## src/rtl/uart_ftx_pkg.sv

```systemverilog
package uart_ftx_pkg;
  typedef enum logic [2:0] {
    S_IDLE,
    S_START,
    S_DATA,
    S_PAR,
    S_STOP
  } tx_state_e;

  typedef struct packed {
    logic seven;
    logic par_en;
    logic par_odd;
    logic two_stop;
  } frame_fmt_t;
endpackage

```

## src/rtl/uart_ftx_fifo.sv

```systemverilog
module uart_ftx_fifo #(
  parameter int DW    = 8,
  parameter int DEPTH = 16,
  localparam int AW   = $clog2(DEPTH),
  localparam int CW   = $clog2(DEPTH + 1)
) (
  input  logic          clk,
  input  logic          rst_n,
  input  logic          push,
  input  logic [DW-1:0] push_data,
  input  logic          pop,
  output logic [DW-1:0] pop_data,
  output logic [CW-1:0] fill,
  output logic          accept,
  output logic          ovf
);
  localparam logic [CW-1:0] FULL = CW'(DEPTH);
  localparam logic [AW-1:0] LAST = AW'(DEPTH - 1);

  logic [DW-1:0] mem [DEPTH];
  logic [AW-1:0] wptr, rptr, wptr_nxt, rptr_nxt;
  logic [CW-1:0] fill_nxt;
  logic          ovf_nxt;
  logic          take;

  always_comb begin
    accept   = push && (fill != FULL);
    take     = pop && (fill != '0);
    wptr_nxt = wptr;
    rptr_nxt = rptr;
    fill_nxt = fill;
    ovf_nxt  = ovf || (push && (fill == FULL));
    if (accept) wptr_nxt = (wptr == LAST) ? '0 : wptr + 1'b1;
    if (take)   rptr_nxt = (rptr == LAST) ? '0 : rptr + 1'b1;
    if (accept && !take)      fill_nxt = fill + 1'b1;
    else if (!accept && take) fill_nxt = fill - 1'b1;
  end

  always_ff @(posedge clk or negedge rst_n) begin
    if (!rst_n) begin
      wptr <= '0;
      rptr <= '0;
      fill <= '0;
      ovf  <= 1'b0;
    end else begin
      wptr <= wptr_nxt;
      rptr <= rptr_nxt;
      fill <= fill_nxt;
      ovf  <= ovf_nxt;
    end
  end

  always_ff @(posedge clk) begin
    if (accept) mem[wptr] <= push_data;
  end

  assign pop_data = mem[rptr];
endmodule

```

## src/rtl/uart_ftx_serial.sv

```systemverilog
module uart_ftx_serial
  import uart_ftx_pkg::*;
#(
  parameter int DW  = 8,
  localparam int BW = $clog2(DW)
) (
  input  logic          clk,
  input  logic          rst_n,
  input  logic          bit_tick,
  input  logic          have_byte,
  input  logic [DW-1:0] next_byte,
  input  frame_fmt_t    fmt_in,
  output logic          pop,
  output logic          last_stop_go,
  output logic          txd
);
  localparam logic [DW-1:0] MASK_SHORT = {1'b0, {(DW-1){1'b1}}};
  localparam logic [BW-1:0] LAST_LONG  = BW'(DW - 1);
  localparam logic [BW-1:0] LAST_SHORT = BW'(DW - 2);

  tx_state_e     state, state_nxt;
  logic [DW-1:0] sh, sh_nxt;
  logic [BW-1:0] bidx, bidx_nxt;
  logic          par, par_nxt;
  logic          stop2, stop2_nxt;
  logic          txd_nxt;
  frame_fmt_t    fmt_q, fmt_nxt;
  logic [BW-1:0] last_idx;
  logic [DW-1:0] sel_mask;

  always_comb begin
    state_nxt    = state;
    sh_nxt       = sh;
    bidx_nxt     = bidx;
    par_nxt      = par;
    stop2_nxt    = stop2;
    txd_nxt      = txd;
    fmt_nxt      = fmt_q;
    pop          = 1'b0;
    last_stop_go = 1'b0;
    last_idx     = fmt_q.seven ? LAST_SHORT : LAST_LONG;
    sel_mask     = fmt_in.seven ? MASK_SHORT : '1;
    if (bit_tick) begin
      unique case (state)
        S_START: begin
          txd_nxt   = sh[0];
          sh_nxt    = sh >> 1;
          bidx_nxt  = '0;
          state_nxt = S_DATA;
        end
        S_DATA: begin
          if (bidx == last_idx) begin
            if (fmt_q.par_en) begin
              txd_nxt   = par;
              state_nxt = S_PAR;
            end else begin
              txd_nxt      = 1'b1;
              stop2_nxt    = 1'b0;
              state_nxt    = S_STOP;
              last_stop_go = !fmt_q.two_stop;
            end
          end else begin
            txd_nxt  = sh[0];
            sh_nxt   = sh >> 1;
            bidx_nxt = bidx + 1'b1;
          end
        end
        S_PAR: begin
          txd_nxt      = 1'b1;
          stop2_nxt    = 1'b0;
          state_nxt    = S_STOP;
          last_stop_go = !fmt_q.two_stop;
        end
        default: begin
          if (state == S_STOP && fmt_q.two_stop && !stop2) begin
            stop2_nxt    = 1'b1;
            txd_nxt      = 1'b1;
            last_stop_go = 1'b1;
          end else if (have_byte) begin
            pop       = 1'b1;
            sh_nxt    = next_byte;
            fmt_nxt   = fmt_in;
            par_nxt   = (^(next_byte & sel_mask)) ^ fmt_in.par_odd;
            txd_nxt   = 1'b0;
            state_nxt = S_START;
          end else begin
            txd_nxt   = 1'b1;
            state_nxt = S_IDLE;
          end
        end
      endcase
    end
  end

  always_ff @(posedge clk or negedge rst_n) begin
    if (!rst_n) begin
      state <= S_IDLE;
      sh    <= '0;
      bidx  <= '0;
      par   <= 1'b0;
      stop2 <= 1'b0;
      txd   <= 1'b1;
      fmt_q <= '0;
    end else begin
      state <= state_nxt;
      sh    <= sh_nxt;
      bidx  <= bidx_nxt;
      par   <= par_nxt;
      stop2 <= stop2_nxt;
      txd   <= txd_nxt;
      fmt_q <= fmt_nxt;
    end
  end
endmodule

```

## src/rtl/uart_fifo_tx.sv

```systemverilog
module uart_fifo_tx
  import uart_ftx_pkg::*;
#(
  parameter int DW    = 8,
  parameter int DEPTH = 16,
  localparam int CW   = $clog2(DEPTH + 1)
) (
  input  logic          clk,
  input  logic          rst_n,
  input  logic          bit_tick,
  input  logic          wr_en,
  input  logic [DW-1:0] wr_data,
  input  logic          fmt_seven,
  input  logic          fmt_par_en,
  input  logic          fmt_par_odd,
  input  logic          fmt_two_stop,
  input  logic [1:0]    trig_sel,
  input  logic          irq_en,
  output logic          txd,
  output logic          fifo_low,
  output logic          tx_end,
  output logic          fifo_ovf,
  output logic          irq
);
  logic [DW-1:0] head;
  logic [CW-1:0] fill;
  logic [CW-1:0] trig_level;
  logic          accept, pop, last_stop_go, tx_end_nxt;
  frame_fmt_t    fmt;

  assign fmt = '{seven: fmt_seven, par_en: fmt_par_en,
                 par_odd: fmt_par_odd, two_stop: fmt_two_stop};

  uart_ftx_fifo #(.DW(DW), .DEPTH(DEPTH)) u_fifo (
    .clk      (clk),
    .rst_n    (rst_n),
    .push     (wr_en),
    .push_data(wr_data),
    .pop      (pop),
    .pop_data (head),
    .fill     (fill),
    .accept   (accept),
    .ovf      (fifo_ovf)
  );

  uart_ftx_serial #(.DW(DW)) u_serial (
    .clk         (clk),
    .rst_n       (rst_n),
    .bit_tick    (bit_tick),
    .have_byte   (fill != '0),
    .next_byte   (head),
    .fmt_in      (fmt),
    .pop         (pop),
    .last_stop_go(last_stop_go),
    .txd         (txd)
  );

  always_comb begin
    trig_level = CW'(1) << trig_sel;
    fifo_low   = fill < trig_level;
    irq        = fifo_low && irq_en;
    tx_end_nxt = tx_end;
    if (accept)                            tx_end_nxt = 1'b0;
    else if (last_stop_go && fill == '0)   tx_end_nxt = 1'b1;
  end

  always_ff @(posedge clk or negedge rst_n) begin
    if (!rst_n) tx_end <= 1'b1;
    else        tx_end <= tx_end_nxt;
  end
endmodule

```

## config.mk

```make
export PLATFORM = sky130hd
export DESIGN_NAME = uart_fifo_tx
export DESIGN_NICKNAME = d
export VERILOG_FILES = /design/src/rtl/uart_ftx_pkg.sv /design/src/rtl/uart_ftx_fifo.sv /design/src/rtl/uart_ftx_serial.sv /design/src/rtl/uart_fifo_tx.sv
export SDC_FILE = /design/constraint.sdc
export NUM_CORES = 1
export LEC_CHECK = 0
export BUFFER_PORTS_ARGS = -buffer_cell sky130_fd_sc_hd__buf_2
export CORE_MARGIN = 5
export CORE_UTILIZATION = 40
export CTS_BUF_LIST = sky130_fd_sc_hd__clkbuf_4 sky130_fd_sc_hd__clkbuf_8 sky130_fd_sc_hd__clkbuf_16
export DETAILED_ROUTE_END_ITERATION = 12
export GPL_ROUTABILITY_DRIVEN = 0
export GPL_TIMING_DRIVEN = 0
export SYNTH_ARGS = -nofsm -noshare
export SYNTH_HDL_FRONTEND = slang
export SYNTH_HIERARCHICAL = 1
export SYNTH_SLANG_ARGS = --single-unit
```

## constraint.sdc

```tcl
create_clock -name clk -period 3.25 [get_ports clk]
set_input_delay 0.325 -clock clk [delete_from_list [all_inputs] [get_ports clk]]
set_output_delay 0.325 -clock clk [all_outputs]
set_load 0.03 [all_outputs]
```

==> run summary, run 1 <==
### Setup path
• 3.31 ns — endpoint arrival time on the critical path
• 12 — number of stages on the worst setup path
• or3_1 — cell with the biggest individual delay on the critical path
• 3.58 ns — Worst Path Required
• register to register — start-to-end type of the worst setup path
• 0.27 ns — register-to-register setup slack
• compound AO/OA/AOI/OAI gates — delay-heaviest family, CP
• 9 — biggest fanout along the worst timing path
• buf_2 > or3_1 > o2111ai_4 > inv_1 > o21ai_4 > ha_1 > inv_1 > fa_1 > a21o_1 > a21oi_1 > mux2i_1 > xnor2_1 — crit-path cells
• register — Worst setup EP type
• 12 — r2r worst-path depth
• 0.49 ns — Slowest Stage Delay on Critical Path
• register — crit start category
• 3 — Critical path buffers and inverters
• inv_1 — most frequent cell on the critical path

### Power and ir drop
• 0.4709 mV — maximum resistive drop on vdd
• 2.866 nW — leakage dissipation
• 0.007896 W — total power
• 968.2 nW/um^2 — Power Density

### Floorplan
• 17840 um^2 — Core ar.
• 24 — total I/O pin count
• 40.22% — Initial Utilization
• 49 — count of standard-cell rows
• 143.9 um — horizontal die dimension
• 20720 um^2 — Die Footprint
• 143.9 um — die outline height

### STA
• 0 ns — setup tns final
• 2.979 ns — Tmin final
• 0.2706 ns — post-route setup slack
• 0 — max-slew violation count
• 335.6 MHz — maximum operating frequency
• 5.115% — worst-case headroom to the max-slew limit
• 0 — final hold violation count
• 1.412 ns — actual slew at the worst max-slew pin
• 0 — final number of setup-violating endpoints
• no — setup repair after global routing missed its margin
• 91.67% — final period utilization
• 0.02391 ns — Max Clock Skew

### Synth
• 128 — number of enable flip-flop cells after synthesis
• 62 — library cells used by synthesis
• 478 — net count of the mapped netlist
• 53.57% — Yosys top cell area share
• 21.47% — fraction of registers with async set or reset after synthesis
• 445 — instance count of the mapped netlist
• 7176 um^2 — netlist area before placement
• 163 — count of state elements after synthesis
• 65.81% — sequential share of the synthesized area
• edfxtp_1 — most instantiated flip-flop cell in the synthesis netlist
• edfxtp_1 — cell type with the highest aggregate area in the netlist
• edfxtp_1 54%, dfrtp_1 12%, mux4_2 7.5%, mux2i_1 3.5%, mux2_2 3.3% — ranking of synthesized cells by area
• 16.13 um^2 — post-synthesis area per instance
• 6 — Yosys warning count

### Drt
• 14.85 mm — final routed wirelength across all metal layers
• 20.36 um — wire length per cell after detailed routing
• 298 — detailed router's first-iteration violation count
• 5.498 — via density per instance
• 6 — detailed-routing iteration count for the pre-antenna-repair pass
• 4008 — total vias in the final route
• 0 — DRC Markers
• 0 — Routed Antenna Nets

### Finish
• 128 x edfxtp_1, 33 x dfrtp_1, 31 x buf_2 — highest-count cells in the layout ignoring fill and taps
• edfxtp_1 — most common cell after layout, fill and taps aside
• 0 — count of inserted antenna diode cells
• 25.60% — layout cells sized above 1
• 520 — nets
• 13.65% — area overhead of the layout relative to synthesis
• 45.71% — utilization after layout

### CTS
• done — clock tree from TritonCTS
• 17 — total clock buffers created by CTS
• 0.42 ns — clock latency of the later-clocked register in the worst-skew pair
• 0.07 ns — Clock Pin Slew Worst Setup and Hold Paths
• 0 — number of setup buffers added after CTS
• clkbuf_16 — Clock Root Buffer
• 2 — deepest clock path buffer count
• 163 — number of sinks driven by the clock tree
• 4 — CTS HTree Levels

### Global route
• 0 — number of antenna violations at the first check in global routing
• 0 — total overflow reported by the global router
• 4010 — via count of the first global-routing pass
• 22.99 mm — first-pass GRT wire length
• 36 — largest net degree at the start of global routing
• 15.07% — overall routing resource usage

### Placed design
• 23 — Buffers on Ports
• 9.777 mm — DP HPWL
• 0.2280 ns — Worst Setup Slack post-DPL

### Job
• 0 — count of max-cap constraint violations

### Run status
• complete, no violations — result of the run

### Worst hold path
• input pin to asynchronous set/reset pin — hold crit path type

## routing by layer
layer  vias to the layer above  routed length (um)  global-route usage [%]
li1                       1824                   -                       -
met1                      2092                6890                   20.77
met2                        85                7273                   24.62
met3                         7                 598                   3.627
met4                         0                  82                   2.973
met5                         -                   0                       0
## cells by family (layout without fill, tap and decap cells)
group	after synthesis	count (layout)	synth area share (%)
xor gates and xnor gates	15	15	2.127
muxes	71	71	14.47
and+or+nand+nor	80	80	5.493
buffers and inverters	32	87	2.249
adders and majority gates	14	14	2.546
DFF	163	163	65.81
AOI/OAI and AO/OA	70	70	7.306
## synthesized netlist by cell type (all sizes together) (4+ instances only)
| cell | n |
|---|---|
| nand2 | 19 |
| a21oi | 7 |
| xnor2 | 12 |
| a32oi | 8 |
| dfrtp | 33 |
| mux4 | 24 |
| nor2 | 25 |
| nand3 | 7 |
| a22oi | 9 |
| a21o | 4 |
| mux2 | 22 |
| clkbuf | 5 |
| inv | 12 |
| mux2i | 25 |
| edfxtp | 128 |
| o21ai | 20 |
| ha | 13 |
| nor3 | 8 |
| nand2b | 6 |
| buf | 15 |
## per-stage QoR
step	instances	hold slack (ns)	area (um^2)
floorplan	445	0.02941	7176
global placement	697	0.4499	7577
detailed placement	697	0.4607	7577
CTS	729	0.01844	8125
global route	729	0.05887	8155
finish	729	0.002340	8155
## worst paths after layout
kind	startpoint	endpoint
hold reg to reg	u_fifo/ovf	u_fifo/ovf
setup / recovery	u_serial/state[1]	u_fifo/fill[4]
max in group asynchronous	rst_n	u_fifo/rptr[1]
hold / removal	rst_n	u_fifo/rptr[3]
setup reg to reg	u_serial/state[1]	u_fifo/fill[4]
min in group clk	fmt_two_stop	u_serial/fmt_q[0]
## sequential cells by signal (all words and copies together), names as in the netlist
register and cells:
tx_end 1, u_fifo/fill 5, u_fifo/mem 128, u_fifo/ovf 1, u_fifo/rptr 4, u_fifo/wptr 4, u_serial/bidx 3, u_serial/fmt_q 3
u_serial/par 1, u_serial/sh 8, u_serial/state 3, u_serial/stop2 1, u_serial/txd 1
## report_power, final
part / switching, W / leakage, nW / internal, W
registers: 0.000241 / 1.58 / 0.00263
clock network: 0.000843 / 0.266 / 0.00102
logic: 0.00169 / 1.02 / 0.00148
total: 0.00277 / 2.87 / 0.00513
## area by class of cell
class | instances | area [um^2]
Tap cell | 229 | 286.5
Timing Repair Buffer | 24 | 122.6
Buffer | 19 | 112.6
Multi-Input combinational cell | 250 | 2318
Clock buffer | 20 | 447.9
Clock inverter | 12 | 100.1
Inverter | 12 | 45.04
Fill cell | 1579 | 9686
Sequential cell | 163 | 4722
## repair_timing
item / 4_1_cts / 5_1_grt
endpoints found under the setup margin: 0 / 1
resized for setup: 0 / 2
hold buffers: 0 / 0
(Power assumes the default switching activity.)
==> run 2, diff against run 1 <==
Settings changed: CTS_CLUSTER_DIAMETER from default to 30, GPL_TIMING_DRIVEN 0 to 1, SYNTH_HIERARCHICAL 1 to default.
==> run summary, run 2 <==
### Run status
• complete, no violations — result of the run

### Drt
• 5.396 — via density per instance
• 0 — DRC Markers
• 6 — detailed-routing iteration count for the pre-antenna-repair pass
• 0 — Routed Antenna Nets
• 3966 — total vias in the final route
• 14.83 mm — final routed wirelength across all metal layers
• 20.17 um — wire length per cell after detailed routing
• 342 — detailed router's first-iteration violation count

### Setup path
• nor4_1 > nor2b_1 > nand2b_1 > nor2_1 > inv_1 > ha_1 > inv_1 > ha_1 > a21o_1 > a21oi_1 > xnor2_1 > nor2_1 > xor2_1 — crit-path cells
• 3.40 ns — endpoint arrival time on the critical path
• register — crit start category
• register to register — start-to-end type of the worst setup path
• 13 — r2r worst-path depth
• 0.15 ns — register-to-register setup slack
• nor4_1 — cell with the biggest individual delay on the critical path
• 5 — biggest fanout along the worst timing path
• 0.48 ns — Slowest Stage Delay on Critical Path
• u_fifo.fill[4] — Critical R2R Capture
• u_fifo.fill[1] — Reg-to-Reg Start
• register — Worst setup EP type
• 3.55 ns — Worst Path Required

### Synth
• edfxtp_1 — most instantiated flip-flop cell in the synthesis netlist
• 2.286% — post-synthesis share of cell area spent on xor and xnor gates
• 15.95 um^2 — post-synthesis area per instance
• 66.36% — sequential share of the synthesized area
• edfxtp_1 54%, dfrtp_1 12%, mux4_1 5.5%, mux4_2 5.4%, mux2i_1 2.8% — ranking of synthesized cells by area
• 54.02% — Yosys top cell area share
• 15.16% — multiplexer fraction of the synthesized cell area
• 2.743% — adder-cell area share of the yosys netlist
• 480 — net count of the mapped netlist
• edfxtp_1 — cell type with the highest aggregate area in the netlist
• 0 — Yosys warning count
• 6.242% — share of synthesized cell area in and, or, nand and nor gates
• edfxtp_1 — cell with the most instances after synthesis
• 7116 um^2 — netlist area before placement
• 21.47% — fraction of registers with async set or reset after synthesis
• 128 x edfxtp_1, 36 x nand2_1, 33 x dfrtp_1 — top post-synthesis cells by count
• 446 — instance count of the mapped netlist
• 128 — number of enable flip-flop cells after synthesis
• 4.836% — fraction of the mapped netlist area in compound gates
• 46 — library cells used by synthesis
• 163 — count of state elements after synthesis
• multiplexers — main combinational cell family by area after synthesis

### STA
• 0 ns — setup tns final
• 0.01067 ns — Max Clock Skew
• 95.36% — final period utilization
• 322.6 MHz — maximum operating frequency
• 34.86% — worst-case headroom to the max-slew limit
• 0 — max-slew violation count
• 0.9734 ns — actual slew at the worst max-slew pin
• 3.099 ns — Tmin final
• 0 — final hold violation count
• no — setup repair after global routing missed its margin
• 0 — final number of setup-violating endpoints

### CTS
• 163 — number of sinks driven by the clock tree
• 2 — deepest clock path buffer count
• clkbuf_16 — Clock Root Buffer
• 17 — total clock buffers created by CTS
• 0.06 ns — Clock Pin Slew Worst Setup and Hold Paths
• 0.42 ns — clock latency of the later-clocked register in the worst-skew pair
• 4 — CTS HTree Levels
• 0 — number of setup buffers added after CTS
• 0 — total of cells resized after clock tree synthesis
• 0 — count of hold-fix buffers inserted at cts
• done — clock tree from TritonCTS

### Power and ir drop
• 25.8% — clock network fraction of design power
• 947.2 nW/um^2 — Power Density
• 3.041 nW — leakage dissipation
• 0.4943 mV — maximum resistive drop on vdd
• 0.002621 W — power dissipated by switching net loads
• 0.005166 W — internal power contribution
• 36.0% — share of total power in combinational logic
• 0.007787 W — total power
• 33.66% — switching share of power
• 38.2% — share of total power in sequential cells

### Floorplan
• 17360 um^2 — Core ar.
• 20560 um^2 — Die Footprint
• 48 — count of standard-cell rows
• 41.00% — Initial Utilization
• 24 — total I/O pin count
• 143.4 um — horizontal die dimension
• 143.4 um — die outline height

### Global route
• 0 — number of antenna violations at the first check in global routing
• 4081 — via count of the first global-routing pass
• 0 — total overflow reported by the global router
• 36 — largest net degree at the start of global routing
• 15.41% — overall routing resource usage
• 23.34 mm — first-pass GRT wire length

### Placed design
• 23 — Buffers on Ports
• 9.937 mm — DP HPWL
• 7621 um^2 — cell area reported after detailed placement
• 703 — Post-Place Cells

### Finish
• 0 — count of inserted antenna diode cells
• 531 — nets
• 15.54% — area overhead of the layout relative to synthesis
• 735 — final cell count without fillers
• 128 x edfxtp_1, 36 x nand2_1, 33 x dfrtp_1 — highest-count cells in the layout ignoring fill and taps
• 8222 um^2 — post-route cell area
• edfxtp_1 — most common cell after layout, fill and taps aside
• u_fifo.mem (128), u_serial.sh (8), u_fifo.fill (5) — biggest registers after layout
• u_fifo.mem — register bank with the most flops
• 128 — max reg flops
• 22.94% — layout cells sized above 1

### Worst hold path
• input pin to asynchronous set/reset pin — hold crit path type

### Job
• 0 — count of max-cap constraint violations

run 2: changes by cell type after synthesis, moves of 4 or more:
cell / previous run / this run
a22oi_1: 9 / 2
a32oi_1: 8 / 0
clkbuf_1: 5 / 10
mux2_2: 21 / 9
mux2i_1: 25 / 20
mux4_1: 0 / 15
mux4_2: 24 / 17
nand2_1: 19 / 36
o21ai_0: 11 / 27
o21ai_1: 8 / 0
xor2_1: 2 / 6
run 2: worst max-delay path by stage:
| stage | from | endpoint | slack [ns] | depth (start not counted) |
|---|---|---|---|---|
| CTS | u_fifo.fill[1] | u_fifo.fill[4] | 0.16 | 13 |
| finish | u_fifo.fill[1] | u_fifo.fill[4] | 0.15 | 13 |
| global placement | u_fifo.rptr[1] | u_serial.par | 0.25 | 9 |
| floorplan | u_fifo.fill[1] | u_fifo.fill[4] | 0.33 | 14 |
| global route | u_fifo.fill[1] | u_fifo.fill[4] | 0.01 | 13 |
| detailed placement | u_fifo.rptr[1] | u_serial.par | 0.21 | 8 |
run 2: final cells by class:
cell class              instances  area [um^2]
repair buffers                 54        347.8
well taps                     225        281.5
inverters                      12        45.04
flip-flops and latches        163         4722
fillers                      1464         9135
multi-input cells             249         2225
clock buffers                  18        432.9
clock inverters                14        167.7
run 2: cell families (layout without fill, tap and decap cells):
group,Yosys count,after routing
multiplexers,61,61
buffers and inverters,34,98
adder cells (fa/ha/maj),15,15
AO/OA/AOI/OAI,58,58
XOR/XNOR,17,17
flip-flops,163,163
AND/OR/NAND/NOR,98,98
run 2: layer usage:
layer	share of wire [%]	up-vias	GRT usage [%]
met4	2.2	0	5.748
met2	48	133	24.42
met5	0	-	0
met3	5.3	23	3.927
met1	44	1995	20.67
li1	-	1815	-
run 2: power groups by stage:
stage / Sequential [W] / Clock (W) / Combinational (W)
floorplan: 0.00283 / 0 / 0.00226
global placement: 0.00301 / 0 / 0.00274
detailed placement: 0.00302 / 0 / 0.00281
CTS: 0.00298 / 0.00206 / 0.00282
global route: 0.00304 / 0.00214 / 0.00307
finish: 0.00298 / 0.00201 / 0.00280
run 2: critical path, delay by kind of cell (launching register included):
family,cells,cell delay (ns)
xor+xnor,2,0.28
fa+ha+maj,2,0.50
buf+inv,2,0.17
compound gates,2,0.35
flops,1,0.43
simple gates,5,1.23
run 2: per-stage QoR:
stage | utilization, % | hold slack [ns] | setup WS (ns)
2_1_floorplan | - | 0.02941 | 0.3323
3_3_place_gp | 43.91 | 0.4538 | 0.2450
3_5_place_dp | 43.91 | 0.4665 | 0.2098
4_1_cts | 47.37 | 0.01730 | 0.1610
5_1_grt | 47.37 | 0.06353 | 0.01045
6_report | 47.37 | 0.003690 | 0.1506
==> run 3, diff against run 2 <==
Settings changed: SYNTH_HIERARCHICAL from default to 1.
==> run summary, run 3 (synthesized netlist as in run 1, its figures left out) <==
### STA
• 25.64% — worst-case headroom to the max-slew limit
• no — setup repair after global routing missed its margin
• 1.111 ns — actual slew at the worst max-slew pin
• 2.961 ns — Tmin final
• 0.007061 ns — Max Clock Skew
• 0 — final hold violation count
• 0 — max-slew violation count
• 337.8 MHz — maximum operating frequency
• 91.10% — final period utilization
• 0 ns — setup tns final
• 0 — final number of setup-violating endpoints

### Job
• 0 — count of max-cap constraint violations

### Global route
• 4225 — via count of the first global-routing pass
• 0 — total overflow reported by the global router
• 19.56% — met1 capacity usage during global routing
• 1 — number of antenna violations at the first check in global routing
• 23.87 mm — first-pass GRT wire length
• 36 — largest net degree at the start of global routing
• 5.058% — met3 track demand over resource
• 15.69% — overall routing resource usage
• 26.04% — met2 capacity usage during global routing
• met2 — routing layer with the top usage in global route

### Floorplan
• 143.9 um — horizontal die dimension
• 49 — count of standard-cell rows
• 40.22% — Initial Utilization
• 17840 um^2 — Core ar.
• 20720 um^2 — Die Footprint
• 143.9 um — die outline height
• 24 — total I/O pin count

### Finish
• 13.90% — area overhead of the layout relative to synthesis
• 0 — count of inserted antenna diode cells
• 518 — nets
• 26.71% — layout cells sized above 1
• 128 — max reg flops
• u_fifo/mem — register bank with the most flops
• 128 x edfxtp_1, 31 x dfrtp_1, 25 x mux2i_1 — highest-count cells in the layout ignoring fill and taps
• 8173 um^2 — post-route cell area
• edfxtp_1 — most common cell after layout, fill and taps aside
• u_fifo/mem (128), u_serial/sh (8), u_fifo/fill (5) — biggest registers after layout

### Worst hold path
• input pin to asynchronous set/reset pin — hold crit path type

### Power and ir drop
• 0.4341 mV — maximum resistive drop on vdd
• 961.8 nW/um^2 — Power Density
• 2.881 nW — leakage dissipation

### CTS
• 163 — number of sinks driven by the clock tree
• 0.42 ns — clock latency of the later-clocked register in the worst-skew pair
• 0.06 ns — Clock Pin Slew Worst Setup and Hold Paths
• 2 — deepest clock path buffer count
• 0 — total of cells resized after clock tree synthesis
• 0 — number of setup buffers added after CTS
• 4 — CTS HTree Levels
• 0 — count of hold-fix buffers inserted at cts
• done — clock tree from TritonCTS
• 17 — total clock buffers created by CTS
• clkbuf_16 — Clock Root Buffer

### Drt
• 5 — detailed-routing iteration count for the pre-antenna-repair pass
• 15.01 mm — final routed wirelength across all metal layers
• 0 — DRC Markers
• 375 — detailed router's first-iteration violation count
• 5.514 — via density per instance
• 0 — Routed Antenna Nets
• 20.65 um — wire length per cell after detailed routing
• 4009 — total vias in the final route

### Setup path
• register — Worst setup EP type
• 3.30 ns — endpoint arrival time on the critical path
• 6 — biggest fanout along the worst timing path
• register — crit start category
• 3.59 ns — Worst Path Required
• register to register — start-to-end type of the worst setup path

### Placed design
• 10.16 mm — DP HPWL
• 7624 um^2 — cell area reported after detailed placement
• 23 — Buffers on Ports

### Run status
• complete, no violations — result of the run

## run 3: cell types whose count changed in the layout (fill, tap and decap cells not counted), sizes merged, moves of 4 or more
cell   change
a22oi      +7
a32oi      +8
buf       -13
mux2      +13
mux2i      +5
mux4       -8
nand2     -17
o21ai      -8
xor2       -4
## run 3: final timing paths
path | cells past startpoint | endpoint | slack, ns | startpoint
setup / recovery | 12 | u_fifo/fill[4] | 0.29 | u_serial/stop2
hold / removal | 1 | u_fifo/rptr[2] | 0.003 | rst_n
setup reg to reg | 12 | u_fifo/fill[4] | 0.29 | u_serial/stop2
hold reg to reg | 1 | u_fifo/ovf | 0.47 | u_fifo/ovf
max in group asynchronous | 1 | u_fifo/rptr[1] | 2.68 | rst_n
min in group clk | 2 | u_serial/fmt_q[0] | 0.15 | fmt_two_stop
## run 3: critical path, stage by stage, from the launching register on
cell and delay [ns]:
dfrtp_1 0.37, nand3b_1 0.18, or3_1 0.42, o2111ai_2 0.20, inv_1 0.15, o21ai_4 0.11
ha_1 0.20, inv_1 0.11, fa_1 0.43, a21o_1 0.18, a21oi_1 0.16, mux2i_1 0.23
xnor2_1 0.13
## run 3: through the flow
| stage | total power, W | std cells | util (%) | hold WS [ns] | worst slack, ns |
|---|---|---|---|---|---|
| 2_1_floorplan | 0.005271 | 445 | - | 0.02941 | 0.4983 |
| 3_3_place_gp | 0.006001 | 695 | 42.73 | 0.4496 | 0.3848 |
| 3_5_place_dp | 0.006062 | 695 | 42.73 | 0.4578 | 0.3058 |
| 4_1_cts | 0.007946 | 727 | 45.81 | 0.01695 | 0.2819 |
| 5_1_grt | 0.008371 | 727 | 45.81 | 0.05806 | 0.03432 |
| 6_report | 0.007861 | 727 | 45.81 | 0.002880 | 0.2894 |
## run 3: where the power goes
part	switching, W	total [W]	internal [W]	leakage, nW
Clock	0.000823	0.00185	0.00103	0.262
Sequential	0.000340	0.00297	0.00263	1.58
Combinational	0.00153	0.00304	0.00151	1.04
Total	0.00269	0.00786	0.00517	2.88
## run 3: area by class of cell
cell class / instances / area [um^2]
Clock buffer: 21 / 455.4
Sequential cell: 163 / 4725
Timing Repair Buffer: 41 / 275.3
Inverter: 12 / 45.04
Multi-Input combinational cell: 250 / 2292
Clock inverter: 11 / 93.84
Tap cell: 229 / 286.5
Fill cell: 1526 / 9668
## run 3: layer usage
metal / routed length, um / vias to the layer above
li1: - / 1822
met5: 13 / -
met4: 288 / 2
met1: 6318 / 2046
met3: 930 / 29
met2: 7461 / 110
